--- src/rtl/usb_evt_pkg.sv ---
package usb_evt_pkg;
  localparam int ADDR_W = 8;
  localparam int DATA_W = 8;
  localparam int N_FIFO = 4;
  localparam logic [ADDR_W-1:0] REG_STATUS = 8'h00;
  localparam logic [ADDR_W-1:0] REG_CLEAR  = 8'h01;
  localparam int PKT_LSB = 4;

  typedef struct packed {
    logic [N_FIFO-1:0] pkt;
    logic              iso;
    logic              setup2;
    logic              setup;
  } flag_vec_t;
endpackage

--- src/rtl/usb_evt_stretch.sv ---
module usb_evt_stretch #(
  parameter int PULSE_BITS = 2
) (
  input  logic clk,
  input  logic rst_n,
  input  logic bit_en,
  input  logic trig,
  output logic pulse_o
);
  localparam int CNT_W = $clog2(PULSE_BITS + 1);
  localparam logic [CNT_W-1:0] LOAD = CNT_W'(PULSE_BITS);

  logic             armed_q, armed_d;
  logic [CNT_W-1:0] cnt_q, cnt_d;

  always_comb begin
    armed_d = armed_q;
    cnt_d   = cnt_q;
    if (bit_en) begin
      if (armed_q) begin
        cnt_d   = LOAD;
        armed_d = 1'b0;
      end else if (cnt_q != '0) begin
        cnt_d = cnt_q - 1'b1;
      end
    end
    if (trig) armed_d = 1'b1;
  end

  always_ff @(posedge clk or negedge rst_n) begin
    if (!rst_n) begin
      armed_q <= 1'b0;
      cnt_q   <= '0;
    end else begin
      armed_q <= armed_d;
      cnt_q   <= cnt_d;
    end
  end

  assign pulse_o = (cnt_q != '0);

  // the pulse edges only follow a bit-enable cycle
  a_r3_edge_on_bit: assert property (@(posedge clk) disable iff (!rst_n)
    !bit_en |=> $stable(pulse_o));
  // the counter never goes past its load value
  a_r3_cnt_bound: assert property (@(posedge clk) disable iff (!rst_n)
    cnt_q <= LOAD);
endmodule

--- src/rtl/usb_evt_flags.sv ---
module usb_evt_flags
  import usb_evt_pkg::*;
(
  input  logic              clk,
  input  logic              rst_n,
  input  logic              ev_setup,
  input  logic              ev_iso,
  input  logic [N_FIFO-1:0] fifo_valid,
  input  flag_vec_t         clr,
  output flag_vec_t         flags
);
  flag_vec_t f_q, f_d;

  always_comb begin
    f_d = f_q;
    if (clr.setup)  f_d.setup  = 1'b0;
    if (clr.setup2) f_d.setup2 = 1'b0;
    if (clr.iso)    f_d.iso    = 1'b0;
    for (int i = 0; i < N_FIFO; i++) begin
      if (clr.pkt[i] && !fifo_valid[i]) f_d.pkt[i] = 1'b0;
      if (fifo_valid[i])                f_d.pkt[i] = 1'b1;
    end
    if (ev_setup) begin
      if (f_q.setup && !clr.setup) f_d.setup2 = 1'b1;
      else                         f_d.setup  = 1'b1;
    end
    if (ev_iso) f_d.iso = 1'b1;
  end

  always_ff @(posedge clk or negedge rst_n) begin
    if (!rst_n) f_q <= '0;
    else        f_q <= f_d;
  end

  assign flags = f_q;

  a_r1_setup_set: assert property (@(posedge clk) disable iff (!rst_n)
    ev_setup && !f_q.setup |=> f_q.setup);
  a_r2_first_kept: assert property (@(posedge clk) disable iff (!rst_n)
    ev_setup && f_q.setup && !clr.setup |=> f_q.setup && f_q.setup2);
  a_r5_iso_set: assert property (@(posedge clk) disable iff (!rst_n)
    ev_iso |=> f_q.iso);

  for (genvar g = 0; g < N_FIFO; g++) begin : g_pkt_chk
    // a FIFO with data keeps its ready bit
    a_r4_pkt_held: assert property (@(posedge clk) disable iff (!rst_n)
      fifo_valid[g] |=> f_q.pkt[g]);
  end
endmodule

--- src/rtl/usb_evt_regport.sv ---
module usb_evt_regport
  import usb_evt_pkg::*;
(
  input  logic              clk,
  input  logic              rst_n,
  input  logic              reg_wr,
  input  logic              reg_stb_n,
  input  logic [ADDR_W-1:0] reg_addr,
  input  logic [DATA_W-1:0] reg_wdata,
  input  flag_vec_t         flags,
  output flag_vec_t         clr,
  output logic [DATA_W-1:0] reg_rdata
);
  logic wr_hit, rd_hit;
  logic [DATA_W-1:0] status;

  assign wr_hit = !reg_stb_n && reg_wr && (reg_addr == REG_CLEAR);
  assign rd_hit = !reg_stb_n && !reg_wr && (reg_addr == REG_STATUS);

  always_comb begin
    status = '0;
    status[0] = flags.setup;
    status[1] = flags.setup2;
    status[2] = flags.iso;
    status[PKT_LSB +: N_FIFO] = flags.pkt;
  end

  always_comb begin
    clr = '0;
    if (wr_hit) begin
      clr.setup  = reg_wdata[0];
      clr.setup2 = reg_wdata[1];
      clr.iso    = reg_wdata[2];
      clr.pkt    = reg_wdata[PKT_LSB +: N_FIFO];
    end
  end

  assign reg_rdata = rd_hit ? status : '0;

  a_r7_read_no_clear: assert property (@(posedge clk) disable iff (!rst_n)
    !reg_wr |-> clr == '0);
  a_r6_idle_zero: assert property (@(posedge clk) disable iff (!rst_n)
    reg_stb_n |-> reg_rdata == '0);
endmodule

--- src/rtl/usb_evt_reporter.sv ---
module usb_evt_reporter
  import usb_evt_pkg::*;
#(
  parameter int PULSE_BITS = 2
) (
  input  logic              clk,
  input  logic              ctl_rst,
  input  logic              bit_en,
  input  logic              ev_setup_done,
  input  logic              ev_iso_data1,
  input  logic              ev_sof,
  input  logic              ev_in,
  input  logic              ev_out,
  input  logic [N_FIFO-1:0] fifo_valid,
  input  logic              bus_rst_det,
  input  logic              reg_wr,
  input  logic              reg_stb_n,
  input  logic [ADDR_W-1:0] reg_addr,
  input  logic [DATA_W-1:0] reg_wdata,
  output logic [DATA_W-1:0] reg_rdata,
  output logic              setup_flag,
  output logic              setup_again,
  output logic              iso_pid_err,
  output logic [N_FIFO-1:0] pkt_ready,
  output logic              sof_pulse,
  output logic              in_pulse,
  output logic              out_pulse,
  output logic              bus_rst
);
  localparam int N_TOK = 3;

  logic [1:0] rst_sync_q;
  logic       rst_n;

  always_ff @(posedge clk or posedge ctl_rst) begin
    if (ctl_rst) rst_sync_q <= 2'b00;
    else         rst_sync_q <= {rst_sync_q[0], 1'b1};
  end
  assign rst_n = rst_sync_q[1];

  logic [N_TOK-1:0] tok_trig, tok_pulse;
  assign tok_trig = {ev_out, ev_in, ev_sof};

  for (genvar t = 0; t < N_TOK; t++) begin : g_tok
    usb_evt_stretch #(.PULSE_BITS(PULSE_BITS)) u_str (
      .clk     (clk),
      .rst_n   (rst_n),
      .bit_en  (bit_en),
      .trig    (tok_trig[t]),
      .pulse_o (tok_pulse[t])
    );
  end
  assign sof_pulse = tok_pulse[0];
  assign in_pulse  = tok_pulse[1];
  assign out_pulse = tok_pulse[2];

  flag_vec_t flags, clr;

  usb_evt_flags u_flags (
    .clk        (clk),
    .rst_n      (rst_n),
    .ev_setup   (ev_setup_done),
    .ev_iso     (ev_iso_data1),
    .fifo_valid (fifo_valid),
    .clr        (clr),
    .flags      (flags)
  );

  usb_evt_regport u_regs (
    .clk       (clk),
    .rst_n     (rst_n),
    .reg_wr    (reg_wr),
    .reg_stb_n (reg_stb_n),
    .reg_addr  (reg_addr),
    .reg_wdata (reg_wdata),
    .flags     (flags),
    .clr       (clr),
    .reg_rdata (reg_rdata)
  );

  assign setup_flag  = flags.setup;
  assign setup_again = flags.setup2;
  assign iso_pid_err = flags.iso;
  assign pkt_ready   = flags.pkt;

  logic bus_rst_q, bus_rst_d;
  always_comb bus_rst_d = bus_rst_det;
  always_ff @(posedge clk or negedge rst_n) begin
    if (!rst_n) bus_rst_q <= 1'b0;
    else        bus_rst_q <= bus_rst_d;
  end
  assign bus_rst = bus_rst_q;

  a_r9_bus_rst_follow: assert property (@(posedge clk) disable iff (!rst_n)
    bus_rst_det |=> bus_rst);
endmodule

--- config.mk ---
export PLATFORM = sky130hd
export DESIGN_NAME = usb_evt_reporter
export DESIGN_NICKNAME = d
export VERILOG_FILES = /design/src/rtl/usb_evt_pkg.sv /design/src/rtl/usb_evt_stretch.sv /design/src/rtl/usb_evt_flags.sv /design/src/rtl/usb_evt_regport.sv /design/src/rtl/usb_evt_reporter.sv
export SDC_FILE = /design/constraint.sdc
export NUM_CORES = 1
export LEC_CHECK = 0
export ABC_AREA = 1
export CORE_MARGIN = 10
export CORE_UTILIZATION = 41
export CTS_CLUSTER_DIAMETER = 200
export DETAILED_ROUTE_END_ITERATION = 16
export PLACE_DENSITY = 0.94
export REMOVE_ABC_BUFFERS = 1
export SETUP_SLACK_MARGIN = 0.3
export SLEW_MARGIN = 15
export SYNTH_ARGS = -nofsm -noshare
export SYNTH_HDL_FRONTEND = slang
export SYNTH_SLANG_ARGS = --single-unit
export TNS_END_PERCENT = 5
--- constraint.sdc ---
create_clock -name clk -period 1.8 [get_ports clk]
set_clock_uncertainty 0.05 [all_clocks]
set_input_delay 0.36 -clock clk [delete_from_list [all_inputs] [get_ports clk]]
set_output_delay 0.36 -clock clk [all_outputs]
set_load 0.02 [all_outputs]
# Word level (Yosys, flattened, before mapping)
# Cells that the tools add are included.
[word_totals]
out_inout_bits = 19
wordCells = 80
reg_bits = 19
inputBits = 31
[classes]
eq_ne = 1
n_reduce_logical = 34
muxes = 27
n_addsub = 3
[ops]
columns = ["op", "count"]
rows = [
  ["$reduce_bool 2->1", 14],
  ["$mux 1", 18],
  ["$mux 2", 7],
  ["$logic_and 1x1->1", 9],
  ["$eq 8x1->1 const B", 1],
  ["$logic_not 8->1", 1],
  ["$mux 8", 1],
  ["$logic_not 1->1", 7],
  ["$mux 7", 1],
  ["$reduce_and 2->1", 3],
  ["$sub 2x1->2 const B", 3],
]

# Longest topological paths before layout
# Gate-level depths: netlist of run 1.
[depth]
depth_word = 8
mapped_depth = 6

# Modules after synthesis
# Synthesis of run 1 repeated with hierarchy kept, for this count alone.
[hier_totals]
hier_cells = 129
hier_area_um2 = 983.4
[by_module_without_submodules]
columns = ["mod", "cells_per_inst", "instances", "seq_area_each_um2", "area_each_um2"]
rows = [
  ["usb_evt_stretch", 19, 3, 75.1, 155.1],
  ["usb_evt_flags", 25, 1, 175.2, 262.8],
  ["usb_evt_regport", 42, 1, 0.0, 172.7],
  ["usb_evt_reporter", 5, 1, 75.1, 82.6],
]

# Least setup slack after synthesis of run 1
# No wires, ideal clock.
[synth_timing]
path_kind = "input -> output"
from = "in reg_addr[2]"
to = "out reg_rdata[0]"
arrival_time_ps = 1021
setup_slack_ps = 369
n_path_buf = 0
cell_stages = 5
cell_sequence = "nor2_1 nand2_2 nor2_8 nand2_4 nor2_2"
[synth_between]
elab_chain_len = 3
[synth_rtl]
columns = ["item", "line_no", "rtl"]
rows = [
  ["from (decl)", "usb_evt_reporter.sv:18", "input logic [ADDR_W-1:0] reg_addr,"],
  ["$logic_not 8->1", "usb_evt_regport.sv:18", "assign rd_hit = !reg_stb_n && !reg_wr && (reg_addr == REG_STATUS);"],
  ["$logic_and 1x1->1", "usb_evt_regport.sv:18", ""],
  ["$mux 8", "usb_evt_regport.sv:38", "assign reg_rdata = rd_hit ? status : '0;"],
  ["to (decl)", "usb_evt_reporter.sv:20", "output logic [DATA_W-1:0] reg_rdata,"],
]
# Every way passes these cells.

# Worst setup path after layout of run 1
[layout_timing]
from = "reg u_flags.f_q, in the netlist u_flags.flags[0]"
to = "out setup_flag"
[layout_rtl]
columns = ["item", "line_no", "rtl"]
rows = [
  ["from (decl)", "usb_evt_flags.sv:12", "flag_vec_t f_q, f_d;"],
  ["from (signal assigned)", "usb_evt_flags.sv:31", "if (!rst_n) f_q <= '0;"],
  ["from (signal assigned)", "usb_evt_flags.sv:32", "else f_q <= f_d;"],
  ["to (decl)", "usb_evt_reporter.sv:21", "output logic setup_flag,"],
]
# No word-level cell between the ends.

==> run_results.csv, run 1 <==
group,metric,value,unit
floorplanning,start_util,43.4,%
synthesis,synth_seq_cells,19,
timing,slew_viol_final,0,
worst_setup_path,crit_path_cell_trace,"clkdlybuf4s50_1",
timing,tightest_slew,687,ps
worst_setup_path,critPathRequiredTime,1390,ps
timing,fmax,0.583,GHz
pwr,powerDensity,569,nW/um^2
cells_and_area,drive_gt1_share,21.0,%
synthesis,synth_enable_flop_cells,0,
clock_tree,clock_path_buffers,2,
synthesis,avgSynthCellArea,8.66,um^2
worst_setup_path,critPathTopFamily,"buffers and inverters",
detailed_routing,viasPerCell,4.67,
floorplanning,die_w,68.4,um
worst_setup_path,cp_slowest_stage_delay,620,ps
worst_hold_path,hp-class,"input pin to asynchronous set/reset pin",
timing,rsz0062_at_grt,"yes",
timing,layout_min_cycle_time,1720,ps
timing,hold_viol,0,
synthesis,synthArstFlopShare,100,%
placed_design,routabilityCongestion,0.803,
synthesis,synth_area,961,um^2
cells_and_area,final_cell_mix,"29 x inv_1, 25 x clkdlybuf4s50_1, 19 x dfrtp_1, 14 x nand2_1, 10 x nand3_1",
floorplanning,io_pins,50,
synthesis,yosysSeqAreaShare,49.5,%
worst_setup_path,arrival,1310,ps
worst_setup_path,slowest_stage,"clkdlybuf4s50_1",
worst_setup_path,rrSetupSlack,650,ps
detailed_routing,drtIter0Drc,16,
clock_tree,postCtsHoldBufs,0,
synthesis,syn_inst,111,
cells_and_area,area_growth,60.0,%
worst_setup_path,startpoint,"u_flags.flags[0]",
global_routing,track_usage,12.5,%
detailed_routing,ant_nets,0,
worst_setup_path,rr_endpoint,"g_tok[1].u_str.cnt_q[1]",
job,drv_cap,0,
worst_setup_path,end_kind,"output pin",
timing,period_share,95.3,%
global_routing,grt_pass1_wl,4.45,mm
timing,relSlewSlack,54.2,%
clock_tree,numCtsBuffers,3,
synthesis,synth-main-ff-cell,"dfrtp_1",
clock_tree,worstSkewPairLatency,290,ps
worst_setup_path,ff2ff_path_depth,5,
timing,tns,0,ps
floorplanning,die-area,4680,um^2
detailed_routing,first_pass_iters,2,
cells_and_area,antennaDiodeCount,0,
placed_design,dp.cells,186,
synthesis,yosysTopAreaCell,"dfrtp_1",
clock_tree,cts_tree,"built",
detailed_routing,wl_per_cell,14.2,um
detailed_routing,post-route-drc-count,0,
global_routing,antenna_found_initial,0,
global_routing,grt_max_degree,18,
worst_setup_path,cp-start-kind,"register",
timing,setup_viol,0,
placed_design,hpwl,2.24,mm
synthesis,ys_types,20,
floorplanning,row_count,17,
synthesis,synth_area_leaders,"dfrtp_1 49%, inv_1 11%, nand2_1 5.5%",
global_routing,overflow,0,
global_routing,grtUsageMet1,12.2,%
worst_setup_path,criticalPathCategory,"register to output pin",
cells_and_area,final_common_cell,"inv_1",
clock_tree,clockRootBuffer,"clkbuf_4",
floorplanning,die_h,68.4,um
cells_and_area,layoutNonFillerInstCount,190,
cells_and_area,final_net_count,197,
global_routing,grt_use_met3,4.24,%
clock_tree,clk_pin_slew_worst_paths,100,ps
placed_design,numPortBuffers,47,
synthesis,synth_top_area_share,49.5,%
clock_tree,clock-sinks,19,
detailed_routing,routed_wl,2.70,mm
global_routing,grt_pass1_vias,959,
worst_setup_path,cp_num_buf_inv,1,
worst_setup_path,regToRegStartpoint,"g_tok[1].u_str.cnt_q[0]",
global_routing,busiest_layer,"met2",
timing,hold-worst-slack,153,ps
clock_tree,htree_levels,1,
outcome,outcome,"finished clean",
worst_setup_path,path_max_fanout,4,
cells_and_area,fillCellCount,161,
global_routing,met2_usage,24.1,%
pwr,p_leak,0.000808,uW
pwr,peakVddDrop,0.000467,V
floorplanning,coreArea,2210,um^2
detailed_routing,vias,887,
synthesis,yosysWarnings,0,
stage by stage:
step / total power, uW / setup WS (ps) / utilization (%) / cell area [um^2]
after floorplan: 573 / 369 / - / 948
after global placement: 674 / -494 / 66.4 / 1470
after detailed placement: 688 / -557 / 66.4 / 1470
after CTS: 886 / 73.9 / 70.0 / 1550
after global routing: 924 / 41.2 / 69.5 / 1540
final: 875 / 83.9 / 69.5 / 1540
worst max-delay path by stage:
stage,depth (start not counted),slack [ps],to
after floorplan,5,370,reg_rdata[0]
after global placement,7,-490,reg_rdata[6]
after detailed placement,7,-560,reg_rdata[0]
after CTS,1,70,setup_flag
after global routing,7,40,reg_rdata[0]
final,1,80,setup_flag
flip-flops by register name (all words and copies together) (netlist names):
name / count
u_flags.flags: 7
rst_sync_q: 2
bus_rst: 1
g_tok.u_str.armed_q: 3
g_tok.u_str.cnt_q: 6
synthesized netlist by cell type (2+ instances only):
library cell and n:
inv_1 29, dfrtp_1 19, nand2_1 14, nand3_1 10, nor2_2 8, nor2_1 5
a21oi_2 3, a31oi_1 3, ha_1 3, o21ai_0 3, o21bai_1 3, conb_1 2
nand2_2 2
cell type report:
class	instances	area (um^2)	share of cell area [%]
Clock buffer	4	26.3	1.71
Inverter	29	109	7.08
Multi-Input combinational cell	61	418	27.2
Sequential cell	19	475	30.9
Tap cell	28	35.0	2.28
Timing Repair Buffer	49	474	30.8
per-layer routing:
| metal | up-vias | share of wire [%] |
|---|---|---|
| met2 | 41 | 49 |
| met1 | 406 | 38 |
| met3 | 4 | 11 |
| li1 | 436 | - |
| met4 | 0 | 1.2 |
| met5 | - | 0 |
cells by family (layout without fill, tap and decap cells):
logic type	after synthesis	after routing	synth area share (%)
AOI/OAI and AO/OA	12	12	8.59
adders and majority gates	3	3	3.91
buffers and inverters	31	82	12.6
DFF	19	19	49.5
other	2	2	0.782
and+or+nand+nor	44	44	24.6
power breakdown:
group | leakage (uW) | switching [uW] | total (uW) | internal (uW)
Sequential | 0.000197 | 17.0 | 472 | 455
Combinational | 0.000596 | 97.6 | 195 | 97.2
Clock | 0.0000150 | 123 | 209 | 86.2
Total | 0.000808 | 237 | 875 | 638
what timing repair did:
item / 4_1_cts / 5_1_grt
pin swaps: 9 / 3
buffers inserted: 0 / 0
endpoints found under the setup margin: 18 / 17
resized for setup: 73 / 6
Power figures use the tool's default switching activity.
==> inputs of run 2 (changes only) <==
clock period = 2 ns   (was 1.8 ns; I/O delays follow)
==> run 2 against run 1 <==
- core utilization is 0.45 points higher
- die area stayed put
- sequential power fell by 10%
- first-iteration DRC count increased to 4.1 times the previous value
- critical path depth rose by 5
- combinational power down 11%
- setup slack better by 81 ps
- final area rose by 0.65%
- via count rose by 0.34%
- critical endpoint is now reg_rdata[7]
==> run_results.csv, run 2 (synthesis results as in run 1) <==
group,metric,value,unit
outcome,outcome,"finished clean",
detailed_routing,wl_per_cell,14.1,um
global_routing,track_usage,11.6,%
clock_tree,htree_levels,1,
placed_design,hpwl,2.09,mm
cells_and_area,final_area,1550,um^2
worst_hold_path,hp-class,"input pin to asynchronous set/reset pin",
worst_setup_path,arrival,1390,ps
timing,hold-worst-slack,191,ps
pwr,powerDensity,506,nW/um^2
clock_tree,clockRootBuffer,"clkbuf_4",
cells_and_area,final_net_count,198,
timing,period_share,91.8,%
pwr,p_leak,0.000813,uW
timing,layout_min_cycle_time,1840,ps
placed_design,routabilityCongestion,0.808,
floorplanning,coreArea,2210,um^2
worst_setup_path,path_max_fanout,7,
floorplanning,die_w,68.4,um
clock_tree,clock-sinks,19,
placed_design,pre_cts_ws,-439,ps
timing,relSlewSlack,55.2,%
floorplanning,die_h,68.4,um
placed_design,dp.cells,186,
global_routing,overflow,0,
worst_setup_path,crit_path_cell_trace,"clkdlybuf4s15_1 > nor3_2 > buf_4 > nand2_8 > nor2_4 > buf_6",
timing,fmax,0.545,GHz
worst_setup_path,rrSetupSlack,840,ps
clock_tree,postCtsHoldBufs,0,
detailed_routing,routed_wl,2.69,mm
detailed_routing,post-route-drc-count,0,
cells_and_area,final_cell_mix,"29 x inv_1, 26 x clkdlybuf4s50_1, 19 x dfrtp_1, 14 x nand2_1, 10 x nand3_1",
clock_tree,worstSkewPairLatency,290,ps
clock_tree,numCtsBuffers,3,
floorplanning,start_util,43.4,%
global_routing,grt_pass1_wl,4.17,mm
worst_setup_path,cp_slowest_stage_delay,220,ps
cells_and_area,drive_gt1_share,20.2,%
global_routing,grt_max_degree,18,
worst_setup_path,cp-start-kind,"input pin",
worst_setup_path,slowest_stage,"nor3_2",
global_routing,antenna_found_initial,0,
cells_and_area,antennaDiodeCount,0,
pwr,peakVddDrop,0.000422,V
clock_tree,clk_pin_slew_worst_paths,100,ps
detailed_routing,first_pass_iters,4,
placed_design,numPortBuffers,47,
cells_and_area,final_common_cell,"inv_1",
cells_and_area,fillCellCount,182,
floorplanning,row_count,17,
timing,tightest_slew,672,ps
cells_and_area,layoutNonFillerInstCount,191,
worst_setup_path,criticalPathCategory,"input pin to output pin",
worst_setup_path,cp_num_buf_inv,3,
floorplanning,die-area,4680,um^2
timing,rsz0062_at_grt,"yes",
job,drv_cap,0,
detailed_routing,drtIter0Drc,66,
detailed_routing,vias,890,
detailed_routing,ant_nets,0,
cells_and_area,area_growth,61.1,%
worst_setup_path,critPathTopFamily,"buffers and inverters",
worst_setup_path,end_kind,"output pin",
timing,setup_ws,165,ps
clock_tree,clock_path_buffers,2,
timing,setup_viol,0,
placed_design,placed_cell_area,1470,um^2
cells_and_area,largest_register_ffs,7,
clock_tree,cts_tree,"built",
global_routing,grt_pass1_vias,941,
worst_setup_path,critPathRequiredTime,1550,ps
detailed_routing,viasPerCell,4.66,
timing,slew_viol_final,0,
timing,hold_viol,0,
cells_and_area,post-route-util,70.0,%
floorplanning,io_pins,50,
-- run 2: where the power goes --
part | leakage (uW) | switching (uW) | internal [uW]
combinational | 0.000600 | 86.0 | 86.6
clock | 0.0000150 | 109 | 77.5
sequential | 0.000197 | 15.5 | 409
total | 0.000813 | 211 | 573
-- run 2: cell type report --
class | instances | area (um^2) | share of cell area [%]
tap | 28 | 35.0 | 2.26
multi-input combinational | 61 | 415 | 26.8
timing repair buffer | 50 | 487 | 31.4
clock buffer | 4 | 26.3 | 1.70
inverter | 29 | 109 | 7.03
sequential | 19 | 475 | 30.7
-- run 2: what timing repair did --
action                                 CTS  global route
setup endpoints to repair               17            17
setup buffers                            0             1
gates resized for setup                 71             7
pin swaps                                9             7
endpoints found under the hold margin    0             0
-- run 2: through the flow --
step	setup TNS [ps]	power (uW)
floorplan	0	516
global placement	-2650	607
detailed placement	-2860	618
CTS	0	795
global route	0	838
finish	0	784
-- run 2: per-layer routing --
layer	share of wire (%)	up-vias	global-route usage [%]
met5	0	-	0
met4	0.89	0	3.52
met3	9.5	4	4.08
met2	48	42	21.1
met1	42	409	12.1
li1	-	435	-
-- run 2: path summary, 6_finish.rpt --
path / start / end / cells past startpoint
setup / recovery: reg_addr[0] / reg_rdata[7] / 6
hold / removal: ctl_rst / rst_sync_q[0] / 2
setup reg to reg: g_tok[0].u_str.cnt_q[0] / g_tok[0].u_str.cnt_q[1] / 5
hold reg to reg: rst_sync_q[1] / bus_rst / 0
max in group asynchronous: rst_sync_q[1] / u_flags.flags[1] / 0
min in group clk: rst_sync_q[0] / rst_sync_q[1] / 0
==> inputs of run 3 (changes only) <==
CELL_PAD_IN_SITES_DETAIL_PLACEMENT = 0   (was not set)
CELL_PAD_IN_SITES_GLOBAL_PLACEMENT = 1   (was not set)
CORE_UTILIZATION = 30   (was 41)
CTS_BUF_LIST = sky130_fd_sc_hd__clkbuf_8   (was not set)
PLACE_DENSITY = 0.95   (was 0.94)
==> run 3 against run 2 <==
- register-to-register slack gained 30 ps
- core utilization shrank 18 points
- via count shrank 0.56%
- setup slack gained 77 ps
- hold slack gained 37 ps
- fmax grew 4.4%
==> run_results.csv, run 3 (synthesis results as in run 1) <==
group,metric,value,unit
cells_and_area,final_common_cell,"inv_1",
worst_hold_path,hp-class,"register to asynchronous set/reset pin",
timing,layout_min_cycle_time,1760,ps
worst_setup_path,startpoint,"reg_addr[4]",
floorplanning,io_pins,50,
detailed_routing,wl_per_cell,12.7,um
worst_setup_path,slowest_stage,"clkdlybuf4s15_1",
worst_setup_path,ff2ff_path_depth,5,
detailed_routing,vias,885,
clock_tree,clock-sinks,19,
cells_and_area,area_growth,65.9,%
detailed_routing,viasPerCell,4.23,
pwr,power_switching,223,uW
clock_tree,clock_path_buffers,2,
detailed_routing,drtIter0Drc,32,
global_routing,track_usage,9.17,%
global_routing,grt_max_degree,18,
timing,slew_viol_final,0,
floorplanning,row_count,20,
floorplanning,start_util,31.5,%
worst_setup_path,path_max_fanout,7,
pwr,peakVddDrop,0.000368,V
cells_and_area,final_cell_mix,"29 x inv_1, 26 x clkdlybuf4s50_1, 19 x dfrtp_1, 14 x nand2_1, 10 x nand3_1",
worst_setup_path,rrSetupSlack,870,ps
timing,relSlewSlack,55.3,%
timing,setup_viol,0,
placed_design,pre_cts_ws,-435,ps
worst_setup_path,rr_endpoint,"g_tok[2].u_str.cnt_q[1]",
floorplanning,die_w,76.6,um
clock_tree,cts_tree,"built",
pwr,p_leak,0.000833,uW
placed_design,numPortBuffers,47,
job,drv_cap,0,
timing,rsz0062_at_grt,"yes",
global_routing,grt_pass1_wl,4.35,mm
pwr,switching_share,26.0,%
clock_tree,postCtsHoldBufs,0,
timing,fmax,0.569,GHz
global_routing,grt_pass1_vias,887,
pwr,p_total,859,uW
worst_setup_path,crit_path_cell_trace,"clkdlybuf4s15_1 > nor2_2 > nand2_2 > nor2_8 > nand2_8 > nor2_4 > buf_6",
placed_design,routabilityCongestion,0.718,
outcome,outcome,"finished clean",
floorplanning,die_h,76.6,um
worst_setup_path,cp_slowest_stage_delay,190,ps
clock_tree,htree_levels,1,
pwr,powerDensity,539,nW/um^2
detailed_routing,first_pass_iters,5,
detailed_routing,post-route-drc-count,0,
cells_and_area,drive_gt1_share,23.6,%
placed_design,dp.cells,202,
global_routing,antenna_found_initial,0,
pwr,p_int,636,uW
detailed_routing,ant_nets,0,
timing,period_share,87.9,%
worst_setup_path,critPathTopFamily,"simple AND/OR/NAND/NOR gates",
clock_tree,clockRootBuffer,"clkbuf_8",
worst_setup_path,regToRegStartpoint,"g_tok[2].u_str.cnt_q[0]",
worst_setup_path,critPathRequiredTime,1550,ps
timing,setup_ws,242,ps
clock_tree,numCtsBuffers,3,
worst_setup_path,cp_num_buf_inv,2,
cells_and_area,final_net_count,200,
worst_setup_path,criticalPathCategory,"input pin to output pin",
pwr,p_comb_share,20.0,%
clock_tree,worstSkewPairLatency,250,ps
worst_setup_path,cp_num_cells,7,
clock_tree,clk_pin_slew_worst_paths,70,ps
cells_and_area,antennaDiodeCount,0,
cells_and_area,layoutNonFillerInstCount,209,
pwr,pwr-share-seq,49.4,%
worst_setup_path,cp-start-kind,"input pin",
detailed_routing,routed_wl,2.66,mm
timing,tightest_slew,671,ps
pwr,power.share.clock,30.6,%
floorplanning,die-area,5870,um^2
timing,hold_viol,0,
global_routing,overflow,0,
floorplanning,coreArea,3050,um^2
worst_setup_path,end_kind,"output pin",
worst_setup_path,arrival,1310,ps
placed_design,hpwl,2.16,mm
cells_and_area,largest_register_ffs,7,
-- run 3: cell types whose count changed in the layout (fill, tap and decap cells not counted), moves of 2 or more --
cell,before,now
buf_2,0,3
clkdlybuf4s15_1,8,5
clkbuf_8,0,3
clkbuf_4,3,0
buf_4,3,5
-- run 3: power by group through the flow --
stage	registers [uW]	logic (uW)	clock network [uW]
6_report	425	172	263
5_1_grt	429	194	297
4_1_cts	425	175	278
3_5_place_dp	433	183	0
3_3_place_gp	431	176	0
2_1_floorplan	430	85.6	0
-- run 3: final cells by class --
class,instances,area (um^2)
clock buffers,3,41.3
clock inverters,1,5.00
fillers,295,1460
inverters,29,109
well taps,44,55.1
multi-input cells,61,415
flip-flops and latches,19,475
repair buffers,52,493
-- run 3: worst max path at each step --
stage | endpoint | slack (ps)
2_1_floorplan | reg_rdata[0] | 490
3_3_place_gp | reg_rdata[2] | -390
3_5_place_dp | reg_rdata[7] | -430
4_1_cts | reg_rdata[7] | 260
5_1_grt | reg_rdata[2] | 210
6_report | reg_rdata[7] | 240
-- run 3: timing repair --
item | in CTS | in global routing
endpoints found under the setup margin | 17 | 16
setup buffers | 1 | 2
gates resized for setup | 78 | 3
pin swaps | 9 | 5
-- run 3: metal layers --
metal  routed length (um)  part of all wire (%)  vias up  global-route usage [%]
met1                 1290                    49      403                    11.3
met3                  175                   6.6        4                    2.95
li1                     -                     -      438                       -
met4                   33                   1.2        0                    3.90
met2                 1160                    44       40                    14.3
met5                    0                     0        -                       0
-- run 3: through the flow --
stage	hold slack (ps)	utilization [%]	setup TNS, ps	cell area (um^2)
finish	228	52.2	0	1590
global placement	238	48.8	-2710	1490
CTS	237	51.8	0	1580
detailed placement	258	48.8	-2940	1490
global route	247	52.2	0	1590
floorplan	91.2	-	0	948
